File: config.mk
export PLATFORM = sky130hd
export DESIGN_NAME = paged_i2c_target
export DESIGN_NICKNAME = d
export VERILOG_FILES = /design/src/rtl/pit_pkg.sv /design/src/rtl/pit_line_sync.sv /design/src/rtl/pit_ctrl.sv /design/src/rtl/pit_datapath.sv /design/src/rtl/paged_i2c_target.sv
export SDC_FILE = /design/constraint.sdc
export NUM_CORES = 1
export LEC_CHECK = 0
export BUFFER_PORTS_ARGS = -buffer_cell sky130_fd_sc_hd__buf_4
export CORE_MARGIN = 2
export CORE_UTILIZATION = 38
export DETAILED_ROUTE_END_ITERATION = 6
export PLACE_DENSITY = 0.59
export REMOVE_ABC_BUFFERS = 1
export SYNTH_ARGS = -nofsm -noshare
export SYNTH_HDL_FRONTEND = slang
export SYNTH_SLANG_ARGS = --single-unit
File: constraint.sdc
create_clock -name clk -period 5.89 [get_ports clk]
set_clock_uncertainty 0.15 [all_clocks]
set_input_delay 0.2945 -clock clk [delete_from_list [all_inputs] [get_ports clk]]
set_output_delay 0.2945 -clock clk [all_outputs]
set_load 0.01 [all_outputs]
File: src/rtl/pit_pkg.sv
package pit_pkg;

  localparam int PAGE_W    = 4;
  localparam int BYTE_BITS = 8;

  typedef enum logic [3:0] {
    ST_IDLE,
    ST_ADDR,
    ST_ADDR_ACK,
    ST_REG,
    ST_REG_ACK,
    ST_WDATA,
    ST_WDATA_ACK,
    ST_RDATA,
    ST_RDATA_ACK
  } pit_state_e;

  // strobes from control to datapath, valid for one clk
  typedef struct packed {
    logic shiftIn;   // sample SDA into receive shifter, count bit
    logic clrCnt;    // restart the bit counter
    logic loadPtr;   // pointer takes the received byte
    logic incPtr;    // pointer steps by one
    logic cmdWrite;  // received byte goes to the page register
    logic regWrite;  // received byte goes to storage
    logic loadTx;    // transmit shifter takes the read value
    logic shiftTx;   // transmit shifter moves to its next bit
  } pit_strobe_t;

  // strap wiring code -> low address bits
  function automatic logic [1:0] strapBits(input logic [1:0] code);
    case (code)
      2'd0:    return 2'b00;
      2'd1:    return 2'b11;
      2'd2:    return 2'b01;
      default: return 2'b10;
    endcase
  endfunction

endpackage

File: src/rtl/pit_line_sync.sv
module pit_line_sync #(
  parameter int SYNC_STAGES = 2
) (
  input  logic clk,
  input  logic rstN,
  input  logic sclIn,
  input  logic sdaIn,
  output logic sclLvl,
  output logic sdaLvl,
  output logic sclRise,
  output logic sclFall,
  output logic startEv,
  output logic stopEv
);

  localparam int TOP = SYNC_STAGES - 1;

  logic [TOP:0] sclPipe;
  logic [TOP:0] sdaPipe;
  logic         sclPrev;
  logic         sdaPrev;

  // idle bus is high, so reset to ones to avoid a false START
  always_ff @(posedge clk or negedge rstN) begin
    if (!rstN) begin
      sclPipe <= '1;
      sdaPipe <= '1;
      sclPrev <= 1'b1;
      sdaPrev <= 1'b1;
    end else begin
      sclPipe <= {sclPipe[TOP-1:0], sclIn};
      sdaPipe <= {sdaPipe[TOP-1:0], sdaIn};
      sclPrev <= sclPipe[TOP];
      sdaPrev <= sdaPipe[TOP];
    end
  end

  assign sclLvl  = sclPipe[TOP];
  assign sdaLvl  = sdaPipe[TOP];
  assign sclRise = sclLvl & ~sclPrev;
  assign sclFall = ~sclLvl & sclPrev;
  assign startEv = sclLvl & sclPrev & sdaPrev & ~sdaLvl;
  assign stopEv  = sclLvl & sclPrev & ~sdaPrev & sdaLvl;

endmodule

File: src/rtl/pit_ctrl.sv
module pit_ctrl
  import pit_pkg::*;
(
  input  logic        clk,
  input  logic        rstN,
  input  logic        sdaLvl,
  input  logic        sclRise,
  input  logic        sclFall,
  input  logic        startEv,
  input  logic        stopEv,
  input  logic        byteDone,
  input  logic        addrMatch,
  input  logic        rwBit,
  input  logic        ptrIsCmd,
  output pit_strobe_t st,
  output logic        ackDrive,
  output logic        txActive
);

  pit_state_e state, stateNext;
  logic ackNext, txNext, masterAck, masterAckNext;

  always_comb begin
    st            = '0;
    stateNext     = state;
    ackNext       = ackDrive;
    txNext        = txActive;
    masterAckNext = masterAck;
    if (stopEv) begin
      stateNext = ST_IDLE;
      ackNext   = 1'b0;
      txNext    = 1'b0;
    end else if (startEv) begin
      stateNext = ST_ADDR;
      st.clrCnt = 1'b1;
      ackNext   = 1'b0;
      txNext    = 1'b0;
    end else begin
      case (state)
        ST_ADDR, ST_REG, ST_WDATA: begin
          if (sclRise) st.shiftIn = 1'b1;
          if (sclFall && byteDone) begin
            st.clrCnt = 1'b1;
            ackNext   = 1'b1;
            case (state)
              ST_ADDR: begin
                if (addrMatch) stateNext = ST_ADDR_ACK;
                else begin
                  stateNext = ST_IDLE;
                  ackNext   = 1'b0;
                end
              end
              ST_REG: begin
                st.loadPtr = 1'b1;
                stateNext  = ST_REG_ACK;
              end
              default: begin
                if (ptrIsCmd) st.cmdWrite = 1'b1;
                else          st.regWrite = 1'b1;
                stateNext = ST_WDATA_ACK;
              end
            endcase
          end
        end
        ST_ADDR_ACK: begin
          if (sclFall) begin
            ackNext   = 1'b0;
            st.clrCnt = 1'b1;
            if (rwBit) begin
              st.loadTx = 1'b1;
              txNext    = 1'b1;
              stateNext = ST_RDATA;
            end else begin
              stateNext = ST_REG;
            end
          end
        end
        ST_REG_ACK: begin
          if (sclFall) begin
            ackNext   = 1'b0;
            st.clrCnt = 1'b1;
            stateNext = ST_WDATA;
          end
        end
        ST_WDATA_ACK: begin
          if (sclFall) begin
            ackNext   = 1'b0;
            st.clrCnt = 1'b1;
            st.incPtr = 1'b1;
            stateNext = ST_WDATA;
          end
        end
        ST_RDATA: begin
          if (sclRise) st.shiftIn = 1'b1;
          if (sclFall) begin
            if (byteDone) begin
              txNext    = 1'b0;
              st.clrCnt = 1'b1;
              stateNext = ST_RDATA_ACK;
            end else begin
              st.shiftTx = 1'b1;
            end
          end
        end
        ST_RDATA_ACK: begin
          if (sclRise) begin
            masterAckNext = ~sdaLvl;
            st.incPtr     = ~sdaLvl;
          end
          if (sclFall) begin
            st.clrCnt = 1'b1;
            if (masterAck) begin
              st.loadTx = 1'b1;
              txNext    = 1'b1;
              stateNext = ST_RDATA;
            end else begin
              stateNext = ST_IDLE;
            end
          end
        end
        default: ;
      endcase
    end
  end

  always_ff @(posedge clk or negedge rstN) begin
    if (!rstN) begin
      state     <= ST_IDLE;
      ackDrive  <= 1'b0;
      txActive  <= 1'b0;
      masterAck <= 1'b0;
    end else begin
      state     <= stateNext;
      ackDrive  <= ackNext;
      txActive  <= txNext;
      masterAck <= masterAckNext;
    end
  end

  AST_ACK_ONE_CLOCK: assert property (@(posedge clk) disable iff (!rstN)
    (ackDrive && sclFall) |=> !ackDrive);

  AST_NO_DRIVE_IDLE: assert property (@(posedge clk) disable iff (!rstN)
    (state == ST_IDLE && $past(state) == ST_IDLE) |-> (!ackDrive && !txActive));

endmodule

File: src/rtl/pit_datapath.sv
module pit_datapath
  import pit_pkg::*;
#(
  parameter logic [4:0] DEV_UPPER   = 5'b11101,
  parameter logic [7:0] CMD_ADDR    = 8'hFD,
  parameter logic [7:0] FUNC_CODE   = 8'h0B,
  parameter int         FRAME_COUNT = 8
) (
  input  logic              clk,
  input  logic              rstN,
  input  pit_strobe_t       st,
  input  logic              sdaLvl,
  input  logic [1:0]        strapCode,
  input  logic              shutdown,
  input  logic [7:0]        regRdata,
  output logic              byteDone,
  output logic              addrMatch,
  output logic              rwBit,
  output logic              ptrIsCmd,
  output logic              txBit,
  output logic [PAGE_W-1:0] regPage,
  output logic [7:0]        regAddr,
  output logic [7:0]        regWdata,
  output logic              regWe
);

  localparam int CNT_W = $clog2(BYTE_BITS + 1);
  localparam logic [CNT_W-1:0] CNT_FULL = CNT_W'(BYTE_BITS);
  localparam logic [PAGE_W-1:0] FUNC_PAGE = FUNC_CODE[PAGE_W-1:0];

  logic [7:0]        rxShift;
  logic [7:0]        txShift;
  logic [7:0]        ptr;
  logic [7:0]        wdataQ;
  logic [PAGE_W-1:0] pageQ;
  logic [CNT_W-1:0]  bitCnt;
  logic              weQ;
  logic              cmdLegal;
  logic              onFrame;
  logic [7:0]        readVal;

  assign byteDone  = (bitCnt == CNT_FULL);
  assign addrMatch = (rxShift[7:1] == {DEV_UPPER, strapBits(strapCode)});
  assign rwBit     = rxShift[0];
  assign ptrIsCmd  = (ptr == CMD_ADDR);
  assign cmdLegal  = (rxShift < 8'(FRAME_COUNT)) || (rxShift == FUNC_CODE);
  assign onFrame   = (pageQ != FUNC_PAGE);

  // value placed on the bus when a read byte starts
  always_comb begin
    if (ptrIsCmd)                 readVal = {{(8-PAGE_W){1'b0}}, pageQ};
    else if (onFrame && !shutdown) readVal = 8'h00;
    else                          readVal = regRdata;
  end

  always_ff @(posedge clk or negedge rstN) begin
    if (!rstN) begin
      rxShift <= '0;
      bitCnt  <= '0;
    end else begin
      if (st.shiftIn) rxShift <= {rxShift[6:0], sdaLvl};
      if (st.clrCnt)                     bitCnt <= '0;
      else if (st.shiftIn && !byteDone)  bitCnt <= bitCnt + 1'b1;
    end
  end

  always_ff @(posedge clk or negedge rstN) begin
    if (!rstN) begin
      ptr   <= '0;
      pageQ <= '0;
    end else begin
      if (st.loadPtr)     ptr <= rxShift;
      else if (st.incPtr) ptr <= ptr + 8'd1;
      if (st.cmdWrite && cmdLegal) pageQ <= rxShift[PAGE_W-1:0];
    end
  end

  always_ff @(posedge clk or negedge rstN) begin
    if (!rstN) begin
      txShift <= '1;
      wdataQ  <= '0;
      weQ     <= 1'b0;
    end else begin
      if (st.loadTx)       txShift <= readVal;
      else if (st.shiftTx) txShift <= {txShift[6:0], 1'b1};
      weQ <= st.regWrite;
      if (st.regWrite) wdataQ <= rxShift;
    end
  end

  assign txBit    = txShift[7];
  assign regPage  = pageQ;
  assign regAddr  = ptr;
  assign regWdata = wdataQ;
  assign regWe    = weQ;

  AST_WE_PULSE: assert property (@(posedge clk) disable iff (!rstN)
    regWe |=> !regWe);

  AST_PAGE_BY_CMD: assert property (@(posedge clk) disable iff (!rstN)
    !$stable(pageQ) |-> $past(st.cmdWrite));

  AST_PAGE_LEGAL: assert property (@(posedge clk) disable iff (!rstN)
    (({{(8-PAGE_W){1'b0}}, pageQ} < 8'(FRAME_COUNT)) || (pageQ == FUNC_PAGE)));

  AST_PTR_STEP: assert property (@(posedge clk) disable iff (!rstN)
    !$stable(ptr) |-> ($past(st.loadPtr) || ptr == $past(ptr) + 8'd1));

endmodule

File: src/rtl/paged_i2c_target.sv
module paged_i2c_target
  import pit_pkg::*;
#(
  parameter int         SYNC_STAGES = 2,
  parameter logic [4:0] DEV_UPPER   = 5'b11101,
  parameter logic [7:0] CMD_ADDR    = 8'hFD,
  parameter logic [7:0] FUNC_CODE   = 8'h0B,
  parameter int         FRAME_COUNT = 8
) (
  input  logic              clk,
  input  logic              rstN,
  input  logic              sclIn,
  input  logic              sdaIn,
  output logic              sdaOe,
  input  logic [1:0]        strapCode,
  input  logic              shutdown,
  output logic [PAGE_W-1:0] regPage,
  output logic [7:0]        regAddr,
  output logic [7:0]        regWdata,
  output logic              regWe,
  input  logic [7:0]        regRdata
);

  logic sclLvl, sdaLvl, sclRise, sclFall, startEv, stopEv;
  logic byteDone, addrMatch, rwBit, ptrIsCmd, txBit;
  logic ackDrive, txActive;
  pit_strobe_t st;

  pit_line_sync #(.SYNC_STAGES(SYNC_STAGES)) uSync (
    .clk(clk), .rstN(rstN), .sclIn(sclIn), .sdaIn(sdaIn),
    .sclLvl(sclLvl), .sdaLvl(sdaLvl), .sclRise(sclRise), .sclFall(sclFall),
    .startEv(startEv), .stopEv(stopEv)
  );

  pit_ctrl uCtrl (
    .clk(clk), .rstN(rstN), .sdaLvl(sdaLvl), .sclRise(sclRise), .sclFall(sclFall),
    .startEv(startEv), .stopEv(stopEv), .byteDone(byteDone), .addrMatch(addrMatch),
    .rwBit(rwBit), .ptrIsCmd(ptrIsCmd), .st(st), .ackDrive(ackDrive), .txActive(txActive)
  );

  pit_datapath #(
    .DEV_UPPER(DEV_UPPER), .CMD_ADDR(CMD_ADDR), .FUNC_CODE(FUNC_CODE), .FRAME_COUNT(FRAME_COUNT)
  ) uData (
    .clk(clk), .rstN(rstN), .st(st), .sdaLvl(sdaLvl), .strapCode(strapCode),
    .shutdown(shutdown), .regRdata(regRdata), .byteDone(byteDone), .addrMatch(addrMatch),
    .rwBit(rwBit), .ptrIsCmd(ptrIsCmd), .txBit(txBit), .regPage(regPage),
    .regAddr(regAddr), .regWdata(regWdata), .regWe(regWe)
  );

  // open-drain: pull low for acknowledge or for a zero data bit
  assign sdaOe = ackDrive | (txActive & ~txBit);

  AST_SDA_HOLD_SCL_HIGH: assert property (@(posedge clk) disable iff (!rstN)
    (sclLvl && $past(sclLvl)) |-> $stable(sdaOe));

endmodule

# [Word level (Yosys, flattened, before mapping)]
# Index checks and enable logic that the tools add are counted.
[totals] ff_bits=54 input_bits=15 out_inout_bits=22 word_cells=148
[op_classes] add_sub_neg=2 magnitude_cmp=1 n_eq_ne=24 n_mux=66 bitwise_logic=16 n_reduce_logical=24
[ops] operator="8-bit 2-to-1 mux" n=7
[ops] operator="4-bit 2-to-1 mux" n=10
[ops] operator="1-bit 2-to-1 mux" n=33
[ops] operator="4-bit by 3-bit inequality test with 1-bit output, second input constant" n=7
[ops] operator="4-bit one-hot mux with 5 select lines" n=1
[ops] operator="4-bit by 3-bit equality test with 1-bit output, second input constant" n=4
[ops] operator="7-bit AND reduction" n=2
[ops] operator="2-bit 2-to-1 mux" n=5
[ops] operator="8-bit by 1-bit adder with 8-bit output, second input constant" n=1
[ops] operator="1-bit bitwise AND" n=8
[ops] operator="4-bit by 2-bit equality test with 1-bit output, second input constant" n=2
[ops] operator="4-bit equality test, second input constant" n=2
[ops] operator="8-bit by 4-bit equality test with 1-bit output, second input constant" n=1
[ops] operator="8-bit equality test, second input constant" n=1
[ops] operator="8-bit by 4-bit < comparator with 1-bit output, second input constant" n=1
[ops] operator="4-bit by 1-bit inequality test with 1-bit output, second input constant" n=2
[ops] operator="4-bit OR reduction" n=2
[ops] operator="7-bit equality test" n=1
[ops] operator="1-bit NOT" n=7
[ops] operator="7-bit nonzero test" n=1
[ops] operator="3-bit 2-to-1 mux" n=2
[ops] operator="6-bit 2-to-1 mux" n=1
[ops] operator="1-bit one-hot mux with 2 select lines" n=3
[ops] operator="1-bit one-hot mux with 3 select lines" n=2
[ops] operator="other kinds (19)" n=27

# [Longest topological paths before layout]
# Gate-level depths: netlist of run 1.
[logic_depth] word_depth=10 mapped_depth=8

# [By module]
# From an unflattened synthesis of run 1, not the netlist that was laid out.
[hier_totals] hier_cells=270 area_unflattened_um2=2856.5
[by_module_without_submodules] mod="pit_datapath" instances=1 cells_per_inst=177 area_per_inst_um2=1970.6 seq_area_each_um2=1036.0
[by_module_without_submodules] mod="pit_ctrl" instances=1 cells_per_inst=81 area_per_inst_um2=684.4 seq_area_each_um2=175.2
[by_module_without_submodules] mod="pit_line_sync" instances=1 cells_per_inst=10 area_per_inst_um2=190.2 seq_area_each_um2=157.7
[by_module_without_submodules] mod="paged_i2c_target" instances=1 cells_per_inst=2 area_per_inst_um2=11.3 seq_area_each_um2=0.0

# [Worst setup path before layout of run 1]
# No wires, ideal clock.
[synth_path] kind="register -> register" start="reg uCtrl.state[1]" end="reg uData.ptr[3], in the netlist uData.regAddr[3]" t_arrival_ns=2.048 required_time_ns=5.614 path_slack_ns=3.566 path_stages_with_launch=8 path_buffers=2 path_cell_list="dfrtp_1 -> buf_6 -> or4b_4 -> nor3_4 -> a31o_4 -> buf_8 -> mux2_2 -> a221o_1"
[synth_between] elab_chain_cells=7 word_cells_on_any_way=14
[synth_rtl] item="start: declaration" line_no="pit_ctrl.sv:20" rtl="pit_state_e state, stateNext;"
[synth_rtl] item="start signal: assignment" line_no="pit_ctrl.sv:133" rtl="state <= stateNext;"
[synth_rtl] item="4-bit by 2-bit equality test with 1-bit output" line_no="pit_ctrl.sv:39, pit_ctrl.sv:45"
[synth_rtl] item="1-bit 2-to-1 mux" line_no="pit_ctrl.sv:45" rtl="case (state)"
[synth_rtl] item="2-bit 2-to-1 mux" line_no="pit_ctrl.sv:42" rtl="if (sclFall && byteDone) begin"
[synth_rtl] item="1-bit 2-to-1 mux" line_no="pit_ctrl.sv:39" rtl="case (state)"
[synth_rtl] item="6-bit 2-to-1 mux (*)" line_no="pit_ctrl.sv:33" rtl="end else if (startEv) begin"
[synth_rtl] item="8-bit 2-to-1 mux (*)" line_no="pit_ctrl.sv:29" rtl="if (stopEv) begin"
[synth_rtl] item="8-bit 2-to-1 mux / 2-bit nonzero test (equally long branches)"
[synth_rtl] item="end signal: assignment" line_no="pit_datapath.sv:72" rtl="if (st.loadPtr) ptr <= rxShift;"
[synth_rtl] item="end signal: assignment" line_no="pit_datapath.sv:73" rtl="else if (st.incPtr) ptr <= ptr + 8'd1;"
[synth_rtl] item="end: declaration" line_no="pit_datapath.sv:33" rtl="logic [7:0] ptr;"
# Mark *: on every way between the ends. The rest lies on a longest branch, timed or not.
# A chain may end at the register's enable or synchronous reset.

# [Worst setup path after layout of run 1]
[layout_path] start="reg uCtrl.state[0]" end="reg uData.wdataQ[6], in the netlist uData.regWdata[6]"
[layout_between] elab_chain_cells=7 word_cells_on_any_way=10
[layout_rtl] item="4-bit by 1-bit equality test with 1-bit output / 4-bit by 2-bit equality test with 1-bit output (equally long branches)" line_no="pit_ctrl.sv:39, pit_ctrl.sv:45"
[layout_rtl] item="2-bit OR reduction (no source line)"
[layout_rtl] item="2-bit 2-to-1 mux" line_no="pit_ctrl.sv:45"
[layout_rtl] item="2-bit 2-to-1 mux" line_no="pit_ctrl.sv:42"
[layout_rtl] item="2-bit 2-to-1 mux (*)" line_no="pit_ctrl.sv:39"
[layout_rtl] item="6-bit 2-to-1 mux (*)" line_no="pit_ctrl.sv:33"
[layout_rtl] item="8-bit 2-to-1 mux (*)" line_no="pit_ctrl.sv:29"
[layout_rtl] item="end signal: assignment" line_no="pit_datapath.sv:87" rtl="if (st.regWrite) wdataQ <= rxShift;"
[layout_rtl] item="end: declaration" line_no="pit_datapath.sv:34" rtl="logic [7:0] wdataQ;"
# Marks and branches as above.

==> results of run 1 <==
[per-stage QoR]
step	power, mW	worst slack (ns)
after floorplan	0.869	3.09
after detailed placement	1.01	3.08
after global routing	1.33	2.88
after CTS	1.24	3.08
final	1.23	3.13
after global placement	1.00	3.17
[path summary, 6_finish.rpt]
path                                  startpoint                end  slack [ns]
worst min register to register  uSync.sclPipe[0]   uSync.sclPipe[1]        0.21
worst min-delay path                 regRdata[4]   uData.txShift[4]        0.15
worst max register to register    uCtrl.state[0]  uData.regWdata[6]        3.13
worst max-delay path              uCtrl.state[0]  uData.regWdata[6]        3.13
min in group asynchronous                   rstN     uCtrl.ackDrive        0.40
max in group asynchronous                   rstN    uData.bitCnt[2]        4.73
[routing by layer]
layer  vias to the layer above  wire, um
met1                      1055      3300
li1                       1090         -
met3                         4       245
met4                         0        36
met5                         -         0
met2                        46      2720
[critical path, delay by kind of cell (launching register included)]
family / cells / cell delay (ns)
AND/OR/NAND/NOR: 4 / 1.36
flip-flops: 1 / 0.74
multiplexers: 1 / 0.41
[flip-flops by register name, indices dropped and copies added (netlist names)]
register and count:
uData.txShift 8, uSync.sclPrev 1, uData.regAddr 8, uData.rxShift 8, uData.bitCnt 4, uCtrl.ackDrive 1
uData.regWe 1, uData.regWdata 8, uSync.sdaPrev 1, uCtrl.masterAck 1, uSync.sclPipe 2, uSync.sdaPipe 2
uData.regPage 4, uCtrl.state 4, uCtrl.txActive 1
[kinds of logic (layout without fill, tap and decap cells)]
logic type,after synthesis,count (layout)
flops,54,54
simple gates,96,96
compound gates,63,63
buf+inv,24,56
xor+xnor,5,5
mux,31,31
fa+ha+maj,4,4
[power by group through the flow]
| stage | sequential (mW) | clock [mW] | combinational (mW) |
|---|---|---|---|
| final | 0.631 | 0.219 | 0.379 |
| after global routing | 0.652 | 0.249 | 0.427 |
| after CTS | 0.628 | 0.230 | 0.382 |
| after detailed placement | 0.635 | 0 | 0.379 |
| after global placement | 0.630 | 0 | 0.371 |
| after floorplan | 0.585 | 0 | 0.285 |
[cell usage in the layout (no fill, tap or decap), types with 2 or more instances in the layout]
master / n
nor2b_1: 10
nor3_1: 6
o31ai_1: 5
o21ai_0: 11
inv_1: 9
o21ai_1: 2
buf_4: 36
nor2_1: 22
o221ai_1: 2
mux2i_1: 6
ha_1: 4
a21oi_1: 6
o211ai_1: 2
mux2_2: 21
a221o_1: 5
nand4_1: 4
xor2_1: 2
and3_1: 3
a211oi_1: 4
a21o_1: 3
dfrtp_1: 40
nand3b_1: 3
a31oi_1: 6
xnor2_1: 3
dfstp_2: 14
clkbuf_8: 5
nand3_1: 8
nand2_1: 19
nand2b_1: 4
nor4_1: 3
dlygate4sd3_1: 3
mux2_1: 4
a221oi_1: 5
[layout make-up]
cell class / instances / area share
Tap cell: 99 / 0.0369
Clock inverter: 3 / 0.00856
Sequential cell: 54 / 0.407
Multi-Input combinational cell: 199 / 0.427
Inverter: 9 / 0.0101
Clock buffer: 5 / 0.0205
Timing Repair Buffer: 39 / 0.0894
[repair_timing]
action                                 in CTS  in global routing
hold buffers                                3                  0
resized for setup                           0                  0
endpoints found under the hold margin      42                  0
==> results.yml, run 1 <==
run_status:
  status: "finished, final reports clean"
floorplan:
  core-area_sq_um: 7330
  io_pins: 37
  fp.dieArea_sq_um: 8390
  die_h_um: 91.6
  row_count: 31
  die_w_um: 91.6
  start_util: 0.398
final_layout:
  antenna_cells: 0
  regArea_sq_um: 1370
  final_area_sq_um: 3360
  drive_above_1_share: 0.278
  multi_input_area_sq_um: 1440
  utilization: 0.458
  area_growth_pct: 15.2
  fillers: 691
  finalNonFillerCells: 408
  nets: 327
routing:
  first_iter_violations: 248
  wl_per_cell_um: 15.4
  vias_per_cell: 5.38
  remaining_drc_errors: 0
  ant_nets: 0
  first_pass_iters: 4
  vias: 2195
  totalWireLength_um: 6300
global_routing:
  grt_max_degree: 55
  use_met2: 0.222
  grt_use_total: 0.159
  grt_pass1_vias: 2085
  antenna_found_initial: 0
  met1_usage: 0.252
  grt.met3_usage: 0.0282
  busiest_layer: "met1"
  grt_overflow: 0
  grt_first_pass_wirelength_um: 10800
clocking:
  clkTransAtPathRegs_ns: 0.11
  htree_levels: 2
  clkSinkCount: 54
  clockBufferDepth: 2
  tritoncts: "done"
  clock-root-buffer: "clkbuf_8"
  cts_buffers: 5
  clk_latency_ns: 0.31
  post_cts_buffers: 0
setup_path:
  cp_common_cell: "nor2b_1"
  cp_slowest_stage_delay_ns: 0.74
  criticalPathCategory: "flop to flop"
  r2r_cells: 5
  path_cells: "nor2b_1 > and4_1 > nor2b_1 > nor2b_1 > mux2_2"
  worst_setup_path_start_kind: "flop"
  crit_slowest_cell: "dfrtp_1"
  cp.arrival_ns: 2.82
  worst_setup_path_end_kind: "flop"
  cp_max_fo: 20
  crit_required_ns: 5.95
power:
  power.leakage_nw: 1.49
  power_density_nw_per_um2: 366
  p_sw_frac: 0.381
  p_comb_frac: 0.309
  clkPwrFrac: 0.178
  p_sw_uw: 468
  ir_worst_vdd_uv: 192
  power_frac_seq: 0.514
  internal-power_uw: 761
timing:
  slew-limit-headroom: 0.333
  period_needed_ns: 2.76
  period_share: 0.468
  slew_viol_final: 0
  hold_violations: 0
  holdWs_ns: 0.146
  worst_pin_slew_ns: 0.999
  rsz0062_at_grt: "no"
  max_freq_ghz: 0.363
  setup_violations: 0
  fin_setup_tns_ns: 0
placed_design:
  dpl-instance-area_sq_um: 3230
  post-dp-hpwl_um: 4450
  place_inst: 397
  portBuffers: 36
  gp_congestion: 0.846
synthesis:
  yosys.cell_types.count: 61
  ys_seq_area_frac: 0.469
  ys_async_sr_fraction: 1.00
  synthTopCellsByCount: "dfrtp_1 (40), nor2_1 (22), mux2_2 (21), nand2_1 (19), dfstp_2 (14)"
  syn_area_sq_um: 2920
  yosysTopAreaCell: "dfrtp_1"
  synth_fa_ha_area_frac: 0.0172
  syn_inst: 277
  synth-simple-area-share: 0.181
  synth_top_family_by_area: "simple AND/OR/NAND/NOR gates"
  synth_xor_area_frac: 0.0150
  yosysWarnings: 0
  synth.most_common_cell: "dfrtp_1"
  synth_flop_cell: "dfrtp_1"
  synth_area_leaders: "dfrtp_1 (34%), dfstp_2 (13%), mux2_2 (8.1%)"
  synth_compound_area_frac: 0.160
  netlist.area_leader.share: 0.343
  syn_avg_cell_area_sq_um: 10.5
  synthMuxAreaShare: 0.117
  ys_seq_elements: 54
  synth_edf_count: 0
run:
  cap_violations: 0
min_path:
  whs_path_depth: 3
  hold_class: "input pin to flop"
Note: power is estimated with default switching activity, not from simulation.
==> inputs of run 2 (changes only) <==
PLACE_DENSITY = 0.61   (was 0.59)
clock period = 2.5 ns   (was 5.89 ns; I/O delays follow)
==> run 2 against run 1 <==
Compared with the run above: wire length rose by 5.0%; critical path depth stayed put; sequential share of layout area decreased by 2.0 points; fmax is 19% higher; non-clock buffer count up 22; clock power is 130% higher; largest power group unchanged.
==> results.yml, run 2 (synthesis results as in run 1) <==
clocking:
  clkSinkCount: 54
  clock-root-buffer: "clkbuf_8"
  htree_levels: 2
  cts_buffers: 5
  clockBufferDepth: 2
  post_cts_buffers: 0
  cts_hold_buf: 7
  clk_latency_ns: 0.31
  cts_resized: 0
  tritoncts: "done"
  clkTransAtPathRegs_ns: 0.10
final_layout:
  nets: 349
  antenna_cells: 0
  regArea_sq_um: 1370
  fillers: 693
  drive_above_1_share: 0.314
  utilization: 0.482
  final_common_cell: "buf_4"
  multi_input_area_sq_um: 1440
  area_growth_pct: 21.1
  final_area_sq_um: 3530
  layout_common_cells: "buf_4 (54), dfrtp_1 (40), nor2_1 (22)"
floorplan:
  core-area_sq_um: 7330
  start_util: 0.398
  die_h_um: 91.6
  fp.dieArea_sq_um: 8390
  die_w_um: 91.6
  io_pins: 37
  row_count: 31
run:
  cap_violations: 0
min_path:
  hold_start: "regRdata[7]"
  hold_class: "input pin to flop"
routing:
  vias_per_cell: 5.38
  first_pass_iters: 4
  wl_per_cell_um: 15.4
  vias: 2313
  totalWireLength_um: 6620
  first_iter_violations: 161
  remaining_drc_errors: 0
  ant_nets: 0
placed_design:
  dpl-instance-area_sq_um: 3370
  post-place-ws_ns: 0.237
  portBuffers: 36
  gp_congestion: 0.895
  post-dp-hpwl_um: 4750
timing:
  max_freq_ghz: 0.432
  worst_pin_slew_ns: 0.690
  fin_ws_ns: 0.188
  hold_violations: 0
  period_share: 0.925
  slew-limit-headroom: 0.540
  period_needed_ns: 2.31
  setup_violations: 0
  rsz0062_at_grt: "no"
  slew_viol_final: 0
  holdWs_ns: 0.0169
global_routing:
  grt.met3_usage: 0.0257
  grt_max_degree: 55
  grt_pass1_vias: 2216
  grt_first_pass_wirelength_um: 11000
  antenna_found_initial: 0
  grt_use_total: 0.160
  grt_overflow: 0
  met1_usage: 0.237
  busiest_layer: "met2"
  use_met2: 0.251
setup_path:
  crit_required_ns: 2.54
  worst_setup_path_end_kind: "flop"
  timing.rr.start: "uCtrl.state[3]"
  worst_setup_path_start_kind: "flop"
  cp.arrival_ns: 2.35
  startpoint: "uCtrl.state[3]"
  criticalPathCategory: "flop to flop"
  cp_max_fo: 8
power:
  ir_worst_vdd_uv: 601
  power_density_nw_per_um2: 847
  p_total_mw: 2.99
  power.leakage_nw: 1.59
run_status:
  status: "finished, final reports clean"
## run 2: cell types whose count changed in the layout (fill, tap and decap cells not counted), sizes merged
cell         change
buf             +18
clkinvlp         +1
dlygate4sd3      +4
inv              -1
## run 2: path summary, 6_finish.rpt
path	end	slack [ns]	cells after the start
worst min-delay path	uData.txShift[7]	0.02	3
min in group asynchronous	uCtrl.txActive	0.25	2
worst max register to register	uData.regAddr[3]	0.19	5
worst max-delay path	uData.regAddr[3]	0.19	5
max in group asynchronous	uData.rxShift[1]	1.49	2
worst min register to register	uSync.sclPipe[1]	0.21	0
## run 2: layout make-up
class,instances,area share
Clock buffer,5,0.0195
Tap cell,99,0.0351
Timing Repair Buffer,61,0.135
Sequential cell,54,0.388
Inverter,9,0.00956
Multi-Input combinational cell,199,0.407
Clock inverter,3,0.00708
## run 2: critical path: stages (launching register included)
cell,delay (ns)
dfrtp_1,0.46
or4b_4,0.54
nor3_4,0.22
a31o_4,0.19
mux2_2,0.34
a221o_1,0.28
## run 2: routing by layer
layer | vias up | routed length (um) | share of wire
met2 | 51 | 2970 | 0.45
li1 | 1132 | - | -
met4 | 0 | 35 | 0.0053
met3 | 4 | 263 | 0.040
met5 | - | 0 | 0
met1 | 1126 | 3350 | 0.51
## run 2: per-stage QoR
step,cells,setup TNS (ns)
final,430,0
after global routing,430,0
after CTS,430,0
after detailed placement,415,0
after global placement,415,0
after floorplan,262,-1.91
## run 2: power by group
part / leakage, nW / switching [mW] / internal, mW / total [mW]
combinational: 0.867 / 0.614 / 0.544 / 1.16
sequential: 0.682 / 0.209 / 1.13 / 1.34
clock: 0.0447 / 0.294 / 0.203 / 0.497
total: 1.59 / 1.12 / 1.87 / 2.99
==> inputs of run 3 (changes only) <==
REMOVE_ABC_BUFFERS = not set   (was 1)
==> run 3 against run 2 <==
Compared with the run above: sequential share of layout area fell by 0.29 points; clock-buffer cell count did not move; largest power group unchanged; largest cell class unchanged; critical path type unchanged; register-to-register slack barely moved; die area did not move; combinational power barely moved; critical path depth rose by 3; utilization rose by 0.36 points; sequential cell count did not move; via count barely moved; final cell count rose by 0.70%; hold slack improved by 0.014 ns; total power rose by 1.3%.
==> results.yml, run 3 (synthesis results as in run 1) <==
run_status:
  status: "finished, final reports clean"
timing:
  hold_violations: 0
  fin_setup_tns_ns: 0
  slew_viol_final: 0
  rsz0062_at_grt: "no"
  slew-limit-headroom: 0.548
  setup_violations: 0
  period_needed_ns: 2.31
  worst_pin_slew_ns: 0.678
  period_share: 0.923
  max_freq_ghz: 0.433
  holdWs_ns: 0.0311
setup_path:
  rrSetupSlack_ns: 0.19
  startpoint: "uData.bitCnt[0]"
  crit_slowest_cell: "dfrtp_1"
  worst_setup_path_start_kind: "flop"
  critPathTopFamily: "simple AND/OR/NAND/NOR gates"
  r2r-end: "uData.regWdata[1]"
  cp_max_fo: 9
  cp_common_cell: "nor2b_1"
  path_cells: "inv_1 > ha_1 > and3b_1 > and4_1 > nor2b_1 > nor2b_1 > buf_4 > mux2_2"
  criticalPathCategory: "flop to flop"
  timing.rr.start: "uData.bitCnt[0]"
  path_buf_inv: 2
  worst_setup_path_end_kind: "flop"
  cp.arrival_ns: 2.36
  crit_required_ns: 2.56
  cp_slowest_stage_delay_ns: 0.41
  r2r_cells: 8
power:
  power_frac_seq: 0.439
  p_total_mw: 3.03
  internal-power_mw: 1.90
  clkPwrFrac: 0.171
  ir_worst_vdd_uv: 534
  p_sw_mw: 1.13
  p_comb_frac: 0.389
  p_sw_frac: 0.373
  power_density_nw_per_um2: 852
  power.leakage_nw: 1.61
final_layout:
  drive_above_1_share: 0.320
  fillers: 685
  regArea_sq_um: 1370
  final_area_sq_um: 3560
  area_growth_pct: 22.0
  nets: 352
  multi_input_area_sq_um: 1440
  final_common_cell: "buf_4"
  layout_common_cells: "buf_4 (57), dfrtp_1 (40), nor2_1 (22)"
  antenna_cells: 0
  finalNonFillerCells: 433
clocking:
  clkTransAtPathRegs_ns: 0.10
  clock-root-buffer: "clkbuf_8"
  clk_latency_ns: 0.31
  clockBufferDepth: 2
  tritoncts: "done"
  clkSinkCount: 54
  cts_buffers: 5
  htree_levels: 2
placed_design:
  portBuffers: 36
  gp_congestion: 0.897
  place_inst: 418
  dpl-instance-area_sq_um: 3390
  post-dp-hpwl_um: 4810
floorplan:
  die_w_um: 91.6
  start_util: 0.398
  fp.dieArea_sq_um: 8390
  core-area_sq_um: 7330
  io_pins: 37
  row_count: 31
  die_h_um: 91.6
min_path:
  holdPathEnd: "uData.txShift[6]"
  hold_class: "input pin to flop"
  whs_path_depth: 3
  hold_start: "regRdata[6]"
routing:
  first_pass_iters: 4
  remaining_drc_errors: 0
  first_iter_violations: 137
  wl_per_cell_um: 15.0
  vias: 2311
  vias_per_cell: 5.34
  ant_nets: 0
  totalWireLength_um: 6510
global_routing:
  grt_overflow: 0
  grt_max_degree: 55
  grt_first_pass_wirelength_um: 11400
  grt_use_total: 0.166
  grt_pass1_vias: 2284
  antenna_found_initial: 0
synthesis:
  synth_nets: 296
run:
  cap_violations: 0
run 3: what timing repair did:
action | in CTS | in global routing
gates resized for setup | 0 | 0
hold endpoints to repair | 46 | 0
buffers inserted | 0 | 0
hold buffers | 7 | 0
run 3: per-stage QoR:
| step | worst slack [ns] | utilization |
|---|---|---|
| floorplan | 0.176 | - |
| global placement | 0.233 | 0.463 |
| detailed placement | 0.215 | 0.463 |
| CTS | 0.186 | 0.485 |
| global route | 0.0328 | 0.485 |
| finish | 0.193 | 0.485 |
run 3: metal layers:
layer / global-route usage / vias up / share of wire
li1: - / 1145 / -
met2: 0.251 / 57 / 0.46
met3: 0.0257 / 4 / 0.046
met5: 0 / - / 0
met4: 0.0341 / 0 / 0.0061
met1: 0.251 / 1105 / 0.49
run 3: final cells by class:
class	instances	area share
inverters	9	0.00949
repair buffers	64	0.140
clock inverters	3	0.00809
clock buffers	5	0.0193
multi-input cells	199	0.404
well taps	99	0.0348
flip-flops and latches	54	0.385
run 3: how the worst max path moves through the flow:
stage	to	slack, ns	cells after the start
2_1_floorplan	uData.regAddr[3]	0.18	7
3_3_place_gp	uData.regWdata[6]	0.23	8
3_5_place_dp	uData.regWdata[5]	0.22	8
4_1_cts	uData.regWdata[1]	0.19	8
5_1_grt	uData.regWdata[1]	0.03	8
6_report	uData.regWdata[1]	0.19	8
run 3: worst reg2reg max path, cell delays in order, from the launching register on:
cell and delay [ns]:
dfrtp_1 0.41, inv_1 0.10, ha_1 0.18, and3b_1 0.23, and4_1 0.26, nor2b_1 0.17
nor2b_1 0.18, buf_4 0.19, mux2_2 0.35
run 3: power by group through the flow:
stage               registers [mW]  clock network, mW  logic, mW
floorplan                     1.29                  0      0.813
global placement              1.35                  0       1.15
detailed placement            1.35                  0       1.17
CTS                           1.33              0.539       1.19
global route                  1.37              0.571       1.32
finish                        1.33              0.519       1.18
